**config.mk**
```make
export PLATFORM = sky130hd
export DESIGN_NAME = bf16_narrow_unit
export DESIGN_NICKNAME = d
export VERILOG_FILES = /design/src/rtl/bf16n_pkg.sv /design/src/rtl/bf16n_lane.sv /design/src/rtl/bf16n_ctrl.sv /design/src/rtl/bf16n_datapath.sv /design/src/rtl/bf16_narrow_unit.sv
export SDC_FILE = /design/constraint.sdc
export NUM_CORES = 1
export LEC_CHECK = 0
export BUFFER_PORTS_ARGS = -buffer_cell sky130_fd_sc_hd__buf_2
export CAP_MARGIN = 15
export CORE_AREA = 2 2 165 167
export DETAILED_ROUTE_END_ITERATION = 6
export DIE_AREA = 0 0 167 169
export PLACE_DENSITY_LB_ADDON = 0.3
export RECOVER_POWER = 100
export SLEW_MARGIN = 0
export SYNTH_ARGS = -nofsm -noshare
export SYNTH_HDL_FRONTEND = slang
export SYNTH_SLANG_ARGS = --single-unit
export TNS_END_PERCENT = 1
```
**constraint.sdc**
```tcl
create_clock -name clk -period 3 [get_ports clk]
set_clock_uncertainty 0.2 [all_clocks]
set_input_delay 0.6 -clock clk [delete_from_list [all_inputs] [get_ports clk]]
set_output_delay 0.6 -clock clk [all_outputs]
set_load 0.005 [all_outputs]
```
**src/rtl/bf16n_pkg.sv**
```systemverilog
package bf16n_pkg;
  parameter int LANES = 4;
  parameter int SRC_W = 32;
  parameter int DST_W = 16;
  localparam int VEC_W  = LANES * SRC_W;
  localparam int HALF_W = LANES * DST_W;

  // fixed-bit decode: bits 9:0 are register indices, bit 30 selects the half
  localparam logic [31:0] DEC_MASK  = 32'hBFFF_FC00;
  localparam logic [31:0] DEC_VALUE = 32'h0EA1_6800;
  localparam int HALF_SEL_BIT = 30;

  typedef struct packed {
    logic load;       // an operation is accepted this cycle
    logic doConvert;  // recognised and enabled
    logic upperHalf;  // write the high half, keep the low half
    logic flush;      // flush subnormals
    logic rndZero;    // truncate instead of nearest-even
  } ctrlStrb_t;
endpackage

```
**src/rtl/bf16n_lane.sv**
```systemverilog
module bf16n_lane
  import bf16n_pkg::*;
(
  input  logic [SRC_W-1:0] inWord,
  input  logic             flush,
  input  logic             rndZero,
  output logic [DST_W-1:0] outHalf,
  output logic             denormHit
);
  localparam int EXP_W = 8;
  localparam int MAN_W = SRC_W - EXP_W - 1;
  localparam int CUT   = SRC_W - DST_W;

  logic [EXP_W-1:0] expField;
  logic [MAN_W-1:0] manField;
  logic             isNan, isInf, isSub, roundUp;
  logic [DST_W-1:0] upper;

  always_comb begin
    expField = inWord[SRC_W-2 -: EXP_W];
    manField = inWord[MAN_W-1:0];
    upper    = inWord[SRC_W-1:CUT];
    isNan    = (&expField) && (|manField);
    isInf    = (&expField) && !(|manField);
    isSub    = !(|expField) && (|manField);
    roundUp  = (inWord[CUT-1:0] > {1'b1, {(CUT-1){1'b0}}}) ||
               ((inWord[CUT-1:0] == {1'b1, {(CUT-1){1'b0}}}) && inWord[CUT]);
    denormHit = flush && isSub;
    if (isNan)               outHalf = upper | DST_W'(16'h0040);
    else if (isInf)          outHalf = upper;
    else if (denormHit)      outHalf = {inWord[SRC_W-1], {(DST_W-1){1'b0}}};
    else if (rndZero)        outHalf = upper;
    else                     outHalf = upper + DST_W'(roundUp);
  end
endmodule

```
**src/rtl/bf16n_ctrl.sv**
```systemverilog
module bf16n_ctrl
  import bf16n_pkg::*;
(
  input  logic        clk,
  input  logic        rst_n,
  input  logic        inValid,
  input  logic [31:0] instrWord,
  input  logic        featEn,
  input  logic        rndZero,
  input  logic        flushEn,
  output ctrlStrb_t   strb,
  output logic        outValid,
  output logic        outMatch,
  output logic        outUndef
);
  logic isMatch;

  always_comb begin
    isMatch        = (instrWord & DEC_MASK) == DEC_VALUE;
    strb.load      = inValid;
    strb.doConvert = inValid && isMatch && featEn;
    strb.upperHalf = instrWord[HALF_SEL_BIT];
    strb.flush     = flushEn;
    strb.rndZero   = rndZero;
  end

  always_ff @(posedge clk) begin
    if (!rst_n) begin
      outValid <= 1'b0;
      outMatch <= 1'b0;
      outUndef <= 1'b0;
    end else begin
      outValid <= inValid;
      outMatch <= inValid && isMatch;
      outUndef <= inValid && isMatch && !featEn;
    end
  end

  p_done_pulse_r2: assert property (@(posedge clk) disable iff (!rst_n)
    inValid |=> outValid);
  p_no_spurious_done_r2: assert property (@(posedge clk) disable iff (!rst_n)
    !inValid |=> !outValid);
  p_undef_needs_match_r6: assert property (@(posedge clk) disable iff (!rst_n)
    outUndef |-> (outMatch && outValid));
  p_reject_r1: assert property (@(posedge clk) disable iff (!rst_n)
    (inValid && instrWord[31]) |=> !outMatch);
endmodule

```
**src/rtl/bf16n_datapath.sv**
```systemverilog
module bf16n_datapath
  import bf16n_pkg::*;
(
  input  logic             clk,
  input  logic             rst_n,
  input  ctrlStrb_t        strb,
  input  logic [VEC_W-1:0] srcVec,
  input  logic [VEC_W-1:0] dstPrev,
  output logic [VEC_W-1:0] outDst,
  output logic             outDenorm
);
  logic [HALF_W-1:0] packed16;
  logic [LANES-1:0]  laneDen;
  logic [VEC_W-1:0]  merged;

  for (genvar e = 0; e < LANES; e++) begin : g_lane
    bf16n_lane u_lane (
      .inWord   (srcVec[e*SRC_W +: SRC_W]),
      .flush    (strb.flush),
      .rndZero  (strb.rndZero),
      .outHalf  (packed16[e*DST_W +: DST_W]),
      .denormHit(laneDen[e])
    );
  end

  always_comb begin
    if (!strb.doConvert)     merged = dstPrev;
    else if (strb.upperHalf) merged = {packed16, dstPrev[HALF_W-1:0]};
    else                     merged = {{(VEC_W-HALF_W){1'b0}}, packed16};
  end

  always_ff @(posedge clk) begin
    if (!rst_n) begin
      outDst    <= '0;
      outDenorm <= 1'b0;
    end else begin
      outDenorm <= strb.doConvert && (|laneDen);
      if (strb.load) outDst <= merged;
    end
  end

  p_upper_cleared_r4: assert property (@(posedge clk) disable iff (!rst_n)
    (strb.doConvert && !strb.upperHalf) |=> (outDst[VEC_W-1:HALF_W] == '0));
  p_lower_kept_r5: assert property (@(posedge clk) disable iff (!rst_n)
    (strb.doConvert && strb.upperHalf) |=> (outDst[HALF_W-1:0] == $past(dstPrev[HALF_W-1:0])));
  p_untouched_r6: assert property (@(posedge clk) disable iff (!rst_n)
    (strb.load && !strb.doConvert) |=> (outDst == $past(dstPrev)));
  p_denorm_needs_flush_r11: assert property (@(posedge clk) disable iff (!rst_n)
    (!strb.flush || !strb.doConvert) |=> !outDenorm);
endmodule

```
**src/rtl/bf16_narrow_unit.sv**
```systemverilog
module bf16_narrow_unit
  import bf16n_pkg::*;
(
  input  logic             clk,
  input  logic             rst_n,
  input  logic             inValid,
  input  logic [31:0]      instrWord,
  input  logic [VEC_W-1:0] srcVec,
  input  logic [VEC_W-1:0] dstPrev,
  input  logic             featEn,
  input  logic             rndZero,
  input  logic             flushEn,
  output logic             outValid,
  output logic             outMatch,
  output logic             outUndef,
  output logic             outDenorm,
  output logic [VEC_W-1:0] outDst
);
  ctrlStrb_t strb;

  bf16n_ctrl u_ctrl (
    .clk(clk), .rst_n(rst_n), .inValid(inValid), .instrWord(instrWord),
    .featEn(featEn), .rndZero(rndZero), .flushEn(flushEn), .strb(strb),
    .outValid(outValid), .outMatch(outMatch), .outUndef(outUndef)
  );

  bf16n_datapath u_dp (
    .clk(clk), .rst_n(rst_n), .strb(strb), .srcVec(srcVec),
    .dstPrev(dstPrev), .outDst(outDst), .outDenorm(outDenorm)
  );
endmodule

```
# Word-level counts from Yosys, hierarchy flattened
# Index checks and enable logic that the tools add are counted.
[op_classes]
n_mux = 18
reduce_logical = 50
eq_ne = 5
order_cmp = 4
addsub = 4
[op_table]
columns = ["cell", "count"]
rows = [
  ["128-bit 2-to-1 mux", 2],
  ["16-bit 2-to-1 mux", 16],
  ["23-bit OR reduction", 4],
  ["16-bit by 1-bit adder with 16-bit output", 4],
  ["16-bit == test, second input constant", 4],
  ["16-bit > comparator, second input constant", 4],
  ["8-bit AND reduction", 4],
  ["8-bit OR reduction", 4],
  ["1-bit logical AND", 24],
  ["21-bit by 18-bit == test with 1-bit output, second input constant", 1],
  ["1-bit zero test", 9],
  ["1-bit logical OR", 4],
  ["4-bit OR reduction", 1],
]
[totals]
ff_bits = 132
output_inout_bits = 132
wordCells = 86

# Logic depth before layout (Yosys ltp)
# Gate-level depths: netlist (run 1).
[logic_depth]
word_depth = 10
depth_mapped = 11

# By module
# From an unflattened synthesis (run 1), not the netlist that was laid out.
[unflattened]
hier_cells = 1069
hier_area_um2 = 9096.2
[modules_own_cells]
columns = ["mod", "area_per_inst_um2", "instances", "cells_per_inst"]
rows = [
  ["bf16n_datapath", 6645.1, 1, 736],
  ["bf16n_lane", 563.0, 4, 78],
  ["bf16n_ctrl", 198.9, 1, 21],
]

# Worst setup path after synthesis (run 1)
# No wires, ideal clock.
[synth_path]
kind = "input port to flip-flop"
startpoint = "input port srcVec[72]"
endpoint = "register u_dp.outDst[106]"
required_ps = 2668
setup_slack_ps = 241
path_buffers = 0
setup_ps = 132
arrival_ps = 2427
stages = 11
path_cell_list = "nor4_1 and4_1 nor2b_1 ha_1 ha_1 nand2_1 nor4_1 nand4_1 mux2_2 a22oi_1 a21oi_1"
[synth_via]
elab_chain_cells = 10
[synth_rtl]
columns = ["element", "line", "rtl"]
rows = [
  ["start: declaration", "bf16_narrow_unit.sv:8", "input logic [VEC_W-1:0] srcVec,"],
  ["branches (longest 7 deep; another with 16-bit > comparator)", "n/a", ""],
  ["16-bit 2-to-1 mux *", "bf16n_lane.sv:29", "if (isNan) outHalf = upper | DST_W'(16'h0040);"],
  ["128-bit 2-to-1 mux *", "bf16n_datapath.sv:28", "else if (strb.upperHalf) merged = {packed16, dstPrev[HALF_W-1:0]};"],
  ["128-bit 2-to-1 mux *", "bf16n_datapath.sv:27", "if (!strb.doConvert) merged = dstPrev;"],
  ["end signal: assignment", "bf16n_datapath.sv:38", "if (strb.load) outDst <= merged;"],
  ["end: declaration", "bf16n_datapath.sv:9", "output logic [VEC_W-1:0] outDst,"],
]
# Every way passes the cells marked *.
# A chain may end at the register's enable or synchronous reset.

# Worst setup path after layout (run 1)
[layout_path]
startpoint = "input port instrWord[24]"
endpoint = "register u_dp.outDst[4]"
[layout_via]
elab_chain_cells = 4
[layout_rtl]
columns = ["element", "line", "rtl"]
rows = [
  ["start: declaration", "bf16_narrow_unit.sv:7", "input logic [31:0] instrWord,"],
  ["21-bit by 18-bit == test with 1-bit output", "bf16n_ctrl.sv:19", "isMatch = (instrWord & DEC_MASK) == DEC_VALUE;"],
  ["1-bit logical AND (2 in series)", "bf16n_ctrl.sv:21", "strb.doConvert = inValid && isMatch && featEn;"],
  ["128-bit 2-to-1 mux", "bf16n_datapath.sv:27", ""],
]
# No other way between the ends.

==> results.json, run 1 <==
{
  "status": "complete, no violations",
  "tightest_slew_ns": 1.36,
  "power_density_mw_per_mm2": 474,
  "max_cap_violations": 0,
  "nets": 1666,
  "hp-class": "input pin to flop",
  "synthArstFlopShare": 0,
  "post-route-util": 0.394,
  "numClockSinks": 132,
  "dpl-instance-area_mm2": 0.0100,
  "syn-num-nets": 1242,
  "hold_viol": 0,
  "startpoint_type": "input pin",
  "p_sw_w": 0.00139,
  "post-route-period-util": 0.942,
  "crit_required_ns": 3.14,
  "core_mm2": 0.0265,
  "ys.flop_type": "dfxtp_1",
  "slew_headroom": 0.0946,
  "min_period_ns": 2.83,
  "crit_type": "input pin to flop",
  "start_util": 0.275,
  "syn_area_per_cell_um2": 7.75,
  "critical-path-max-stage-delay_ns": 0.50,
  "routed_wl_um": 33300,
  "cts_setup_buffers": 0,
  "dp_cells": 1686,
  "wire_per_inst_um": 19.3,
  "area_growth_pct": 43.3,
  "synth-seq-cells": 132,
  "drive_above_1_share": 0.311,
  "syn_area_mm2": 0.00729,
  "fin_cells": 1720,
  "synth_top_family_by_area": "compound AO/OA/AOI/OAI gates",
  "fillers": 2883,
  "synth-simple-area-share": 0.251,
  "yosys_warnings": 0,
  "first_pass_iters": 5,
  "cp.arrival_ns": 2.97,
  "cts_resized": 0,
  "synthMuxAreaShare": 0.0197,
  "cts_root_buf": "clkbuf_16",
  "cts_hold_buf": 0,
  "ios": 426,
  "timing.fmax_mhz": 354,
  "synth_compound_area_frac": 0.264,
  "overflow": 0,
  "p_leak_nw": 4.58,
  "seqCellArea_mm2": 0.00264,
  "synth_cell_types": 57,
  "finalSetupTns_ns": 0,
  "internal_power_w": 0.00356,
  "path_clk_slew_ns": 0.07,
  "htreeDepth": 4,
  "die_x_um": 167,
  "combPwrFrac": 0.155,
  "total_power_w": 0.00495,
  "grt_max_degree": 103,
  "drtIter0Drc": 532,
  "dieHeight_um": 169,
  "rsz0062_at_grt": "false",
  "drtAntennaViolNets": 0,
  "path_cells": "buf_2, nand4bb_1, or3_1, or3_2, clkbuf_4, nor2_1, nand2_1, a31oi_1",
  "ys_seq_area_frac": 0.363,
  "grt_pass1_wl_um": 49900,
  "insertion_delay_ns": 0.41,
  "placement_rows": 60,
  "drc": 0,
  "setup_violations": 0,
  "multi_input_area_mm2": 0.00432,
  "synth_fa_ha_area_frac": 0.0137,
  "grt_pass1_vias": 8622,
  "vias_per_cell": 5.22,
  "seqPwrFrac": 0.389,
  "synthCells": 940,
  "dp_hpwl_um": 25600,
  "clock_power_share": 0.456,
  "clock_path_buffers": 2,
  "numPortBuffers": 415,
  "synth_edf_count": 0,
  "grt_use_total": 0.227,
  "r2r_slack_ns": 1.95,
  "gp_congestion": 0.865,
  "final_cell_area_mm2": 0.0104,
  "switching_share": 0.281,
  "cts_tree": "done",
  "crit_slowest_cell": "or3_2",
  "numCtsBuffers": 17,
  "irDropWorstVdd_mv": 0.302,
  "vias": 8986,
  "grt_antenna_before_repair": 3,
  "path_max_fanout": 10,
  "synth-xor-area-share": 0.0469,
  "die_area_mm2": 0.0282,
  "end_kind": "flop",
  "slew_violations": 0
}
-- registers in the layout, summed over array words and instances, names as in the netlist --
| signal | flops |
|---|---|
| u_ctrl.outMatch | 1 |
| u_ctrl.outValid | 1 |
| u_dp.outDenorm | 1 |
| u_ctrl.outUndef | 1 |
| u_dp.outDst | 128 |
-- worst max-delay path, delay by kind of cell --
family | cells | cell delay [ns]
buf+inv | 2 | 0.33
compound gates | 1 | 0.19
simple gates | 5 | 1.83
-- cells by family (layout without fill, tap and decap cells) --
kind of cell	count (synthesis)	in the layout
flops	132	132
other cells	0	2
mux	13	13
simple gates	353	353
fa+ha+maj	8	8
compound gates	321	321
buf+inv	74	511
xor+xnor	39	39
-- cell usage in the layout (no fill, tap or decap), types with 5 or more instances in the layout --
master	netlist	final
xor2_1	17	17
xnor2_1	22	22
or3_1	6	5
buf_4	1	39
mux2_2	11	9
inv_1	5	5
clkbuf_4	0	5
clkbuf_1	57	98
nor3_1	15	15
nand3_1	50	50
nor4_1	24	22
and3_1	14	14
ha_1	8	8
and4_1	11	11
nand4_1	19	19
a31oi_1	58	58
buf_2	9	324
o21ai_0	113	115
dfxtp_1	132	132
o211a_1	5	5
inv_6	0	5
a22oi_1	40	40
o211ai_1	6	6
a311oi_1	5	5
clkbuf_16	0	17
nand4b_1	7	7
nand2_1	144	144
nor2_1	28	32
a21oi_1	70	70
-- cells in the mapped netlist (all sizes together), types with 11 or more instances --
cell type,n,area share
nand2,144,0.074
nand4,19,0.016
buf,12,0.010
o21ai,115,0.079
and4,11,0.013
nand3,50,0.034
a22oi,40,0.041
a21oi,70,0.048
nor3,16,0.012
xnor2,22,0.026
and3,14,0.012
clkbuf,57,0.029
mux2,11,0.017
nor4,26,0.024
xor2,17,0.020
a31oi,58,0.050
dfxtp,132,0.36
nor2,35,0.024
-- layout make-up --
class,instances,area share
antenna,2,0.000479
clock buffer,18,0.0411
clock inverter,14,0.0181
inverter,5,0.00180
multi-input combinational,734,0.414
sequential,132,0.253
tap,341,0.0408
timing repair buffer,474,0.231
-- final timing paths --
path                                        from                to  cells after the start
worst max-delay path               instrWord[24]    u_dp.outDst[4]                      8
worst max register to register  u_dp.outDst[117]  u_dp.outDst[117]                      3
worst min-delay path                 dstPrev[36]   u_dp.outDst[36]                      3
worst min register to register   u_dp.outDst[63]   u_dp.outDst[63]                      1
-- metrics by stage --
stage	hold slack (ns)	setup WS [ns]
floorplan	0.266	0.241
global placement	0.257	-0.362
finish	0.210	0.174
detailed placement	0.267	-0.360
global route	0.203	0.0175
CTS	0.189	0.0804
-- power by group through the flow --
stage          sequential [W]  combinational (W)  clock (W)
2_1_floorplan         0.00197           0.000310          0
3_3_place_gp          0.00196           0.000782          0
3_5_place_dp          0.00196           0.000791          0
4_1_cts               0.00192           0.000794    0.00233
5_1_grt               0.00194           0.000853    0.00241
6_report              0.00193           0.000765    0.00226
-- metal layers --
metal | global-route usage | wire, um | vias up
met1 | 0.285 | 14400 | 4249
met5 | 0 | 0 | -
met4 | 0.0525 | 597 | 0
met3 | 0.0512 | 2030 | 36
met2 | 0.397 | 16200 | 326
li1 | - | - | 4375
(Power assumes the default switching activity.)
==> run 2, diff against run 1 <==
Settings changed: GPL_TIMING_DRIVEN set to 0, PLACE_DENSITY_LB_ADDON 0.3 to not set.
==> run 2 against run 1 <==
Effect of this change: wire length increased by 12%; die area unchanged; setup slack got worse by 0.024 ns; count of clock-buffer cells in the layout decreased by 1; critical path type unchanged; critical endpoint is now u_dp.outDst[78].
==> results.json, run 2 (synthesis gave the netlist of run 1 again) <==
{
  "drive_above_1_share": 0.294,
  "dp_hpwl_um": 29800,
  "cts_hold_buf": 0,
  "crit_path_end": "u_dp.outDst[78]",
  "startpoint": "instrWord[20]",
  "setup_violations": 0,
  "post-route-period-util": 0.950,
  "core_mm2": 0.0265,
  "r2r_cells": 3,
  "total_power_w": 0.00501,
  "crit_type": "input pin to flop",
  "rr_startpoint": "u_dp.outDst[36]",
  "grt_antenna_before_repair": 4,
  "cts_root_buf": "clkbuf_16",
  "htreeDepth": 4,
  "cp.arrival_ns": 2.92,
  "drc": 0,
  "largest_reg_flops": 128,
  "end_kind": "flop",
  "r2r_slack_ns": 1.96,
  "dieHeight_um": 169,
  "drtAntennaViolNets": 0,
  "hp-start": "featEn",
  "path_max_fanout": 10,
  "cts_setup_buffers": 0,
  "dpl-instance-area_mm2": 0.00977,
  "numCtsBuffers": 17,
  "status": "complete, no violations",
  "max_cap_violations": 0,
  "tightest_slew_ns": 1.02,
  "irDropWorstVdd_mv": 0.302,
  "clock_path_buffers": 2,
  "insertion_delay_ns": 0.42,
  "drtIter0Drc": 497,
  "crit_required_ns": 3.07,
  "start_util": 0.275,
  "grt_pass1_wl_um": 54600,
  "numPortBuffers": 411,
  "timing.fmax_mhz": 351,
  "vias": 9203,
  "die_x_um": 167,
  "hp-class": "input pin to flop",
  "numClockSinks": 132,
  "wire_per_inst_um": 21.7,
  "routed_wl_um": 37400,
  "slew_violations": 0,
  "grt_use_total": 0.256,
  "rsz0062_at_grt": "true",
  "overflow": 0,
  "min_period_ns": 2.85,
  "cts_tree": "done",
  "startpoint_type": "input pin",
  "slew_headroom": 0.319,
  "final_common_cell": "buf_2",
  "hold_viol": 0,
  "path_clk_slew_ns": 0.06,
  "nets": 1672,
  "grt_max_degree": 17,
  "p_leak_nw": 4.46,
  "vias_per_cell": 5.33,
  "first_pass_iters": 7,
  "gp_congestion": 0.883,
  "grt_pass1_vias": 9084,
  "area_growth_pct": 41.5,
  "worstReg2RegEnd": "u_dp.outDst[36]",
  "power_density_mw_per_mm2": 486,
  "final_cell_area_mm2": 0.0103,
  "ios": 426,
  "placement_rows": 60,
  "top_register": "u_dp.outDst",
  "mostFrequentLayoutCells": "342 x buf_2, 144 x nand2_1, 132 x dfxtp_1",
  "die_area_mm2": 0.0282
}
## run 2: changes by cell type in the layout (fill, tap and decap cells not counted), moves of 2 or more
cell | before | now
buf_4 | 39 | 1
clkbuf_1 | 98 | 131
buf_2 | 324 | 342
clkbuf_4 | 5 | 0
nor2_1 | 32 | 28
buf_12 | 3 | 0
clkinv_4 | 2 | 4
inv_6 | 5 | 3
nor2_2 | 3 | 5
## run 2: stage by stage
step	hold WS (ns)	setup TNS, ns	std cells	worst slack (ns)	util
2_1_floorplan	0.266	0	940	0.241	-
3_3_place_gp	0.258	-69.82	1692	-0.771	0.369
3_5_place_dp	0.267	-69.56	1692	-0.775	0.369
4_1_cts	0.169	0	1724	0.0299	0.392
5_1_grt	0.191	-0.0611	1724	-0.0196	0.389
6_report	0.197	0	1726	0.150	0.389
## run 2: how the worst min path moves through the flow
| stage | end | slack (ns) | cells past startpoint |
|---|---|---|---|
| finish | u_ctrl.outUndef | 0.20 | 2 |
| CTS | u_ctrl.outUndef | 0.17 | 2 |
| floorplan | u_dp.outDst[30] | 0.27 | 2 |
| global placement | u_dp.outDst[56] | 0.26 | 1 |
| detailed placement | u_dp.outDst[56] | 0.27 | 1 |
| global route | u_ctrl.outUndef | 0.19 | 2 |
## run 2: critical path, stage by stage
cell	delay (ns)
buf_2	0.11
nor4bb_1	0.49
and3_1	0.31
nand3_1	0.20
clkbuf_1	0.37
clkbuf_1	0.45
a2bb2oi_1	0.30
a21oi_1	0.09
## run 2: metal layers
| layer | vias up | global-route usage | part of all wire |
|---|---|---|---|
| li1 | 4391 | - | - |
| met1 | 4379 | 0.308 | 0.42 |
| met2 | 388 | 0.448 | 0.49 |
| met3 | 41 | 0.0776 | 0.078 |
| met4 | 4 | 0.0577 | 0.016 |
| met5 | - | 0 | 0.00069 |
## run 2: timing repair
action                                  4_1_cts  5_1_grt
resized for setup                             3        5
pin swaps                                     0        0
endpoints found under the setup margin      104       34
cloned                                        0        0
## run 2: power by group
group	total [W]	switching (W)	leakage, nW	internal, W
registers	0.00193	0.0000612	1.10	0.00187
clock network	0.00228	0.000942	0.304	0.00134
logic	0.000797	0.000452	3.06	0.000345
## run 2: area by class of cell
type / instances / area [um^2]
Inverter: 5 / 18.8
Antenna cell: 2 / 5.00
Sequential cell: 132 / 2640
Multi-Input combinational cell: 734 / 4350
Tap cell: 341 / 427
Timing Repair Buffer: 411 / 1960
Fill cell: 2890 / 16200
Clock buffer: 17 / 425
Buffer: 69 / 292
Clock inverter: 15 / 198
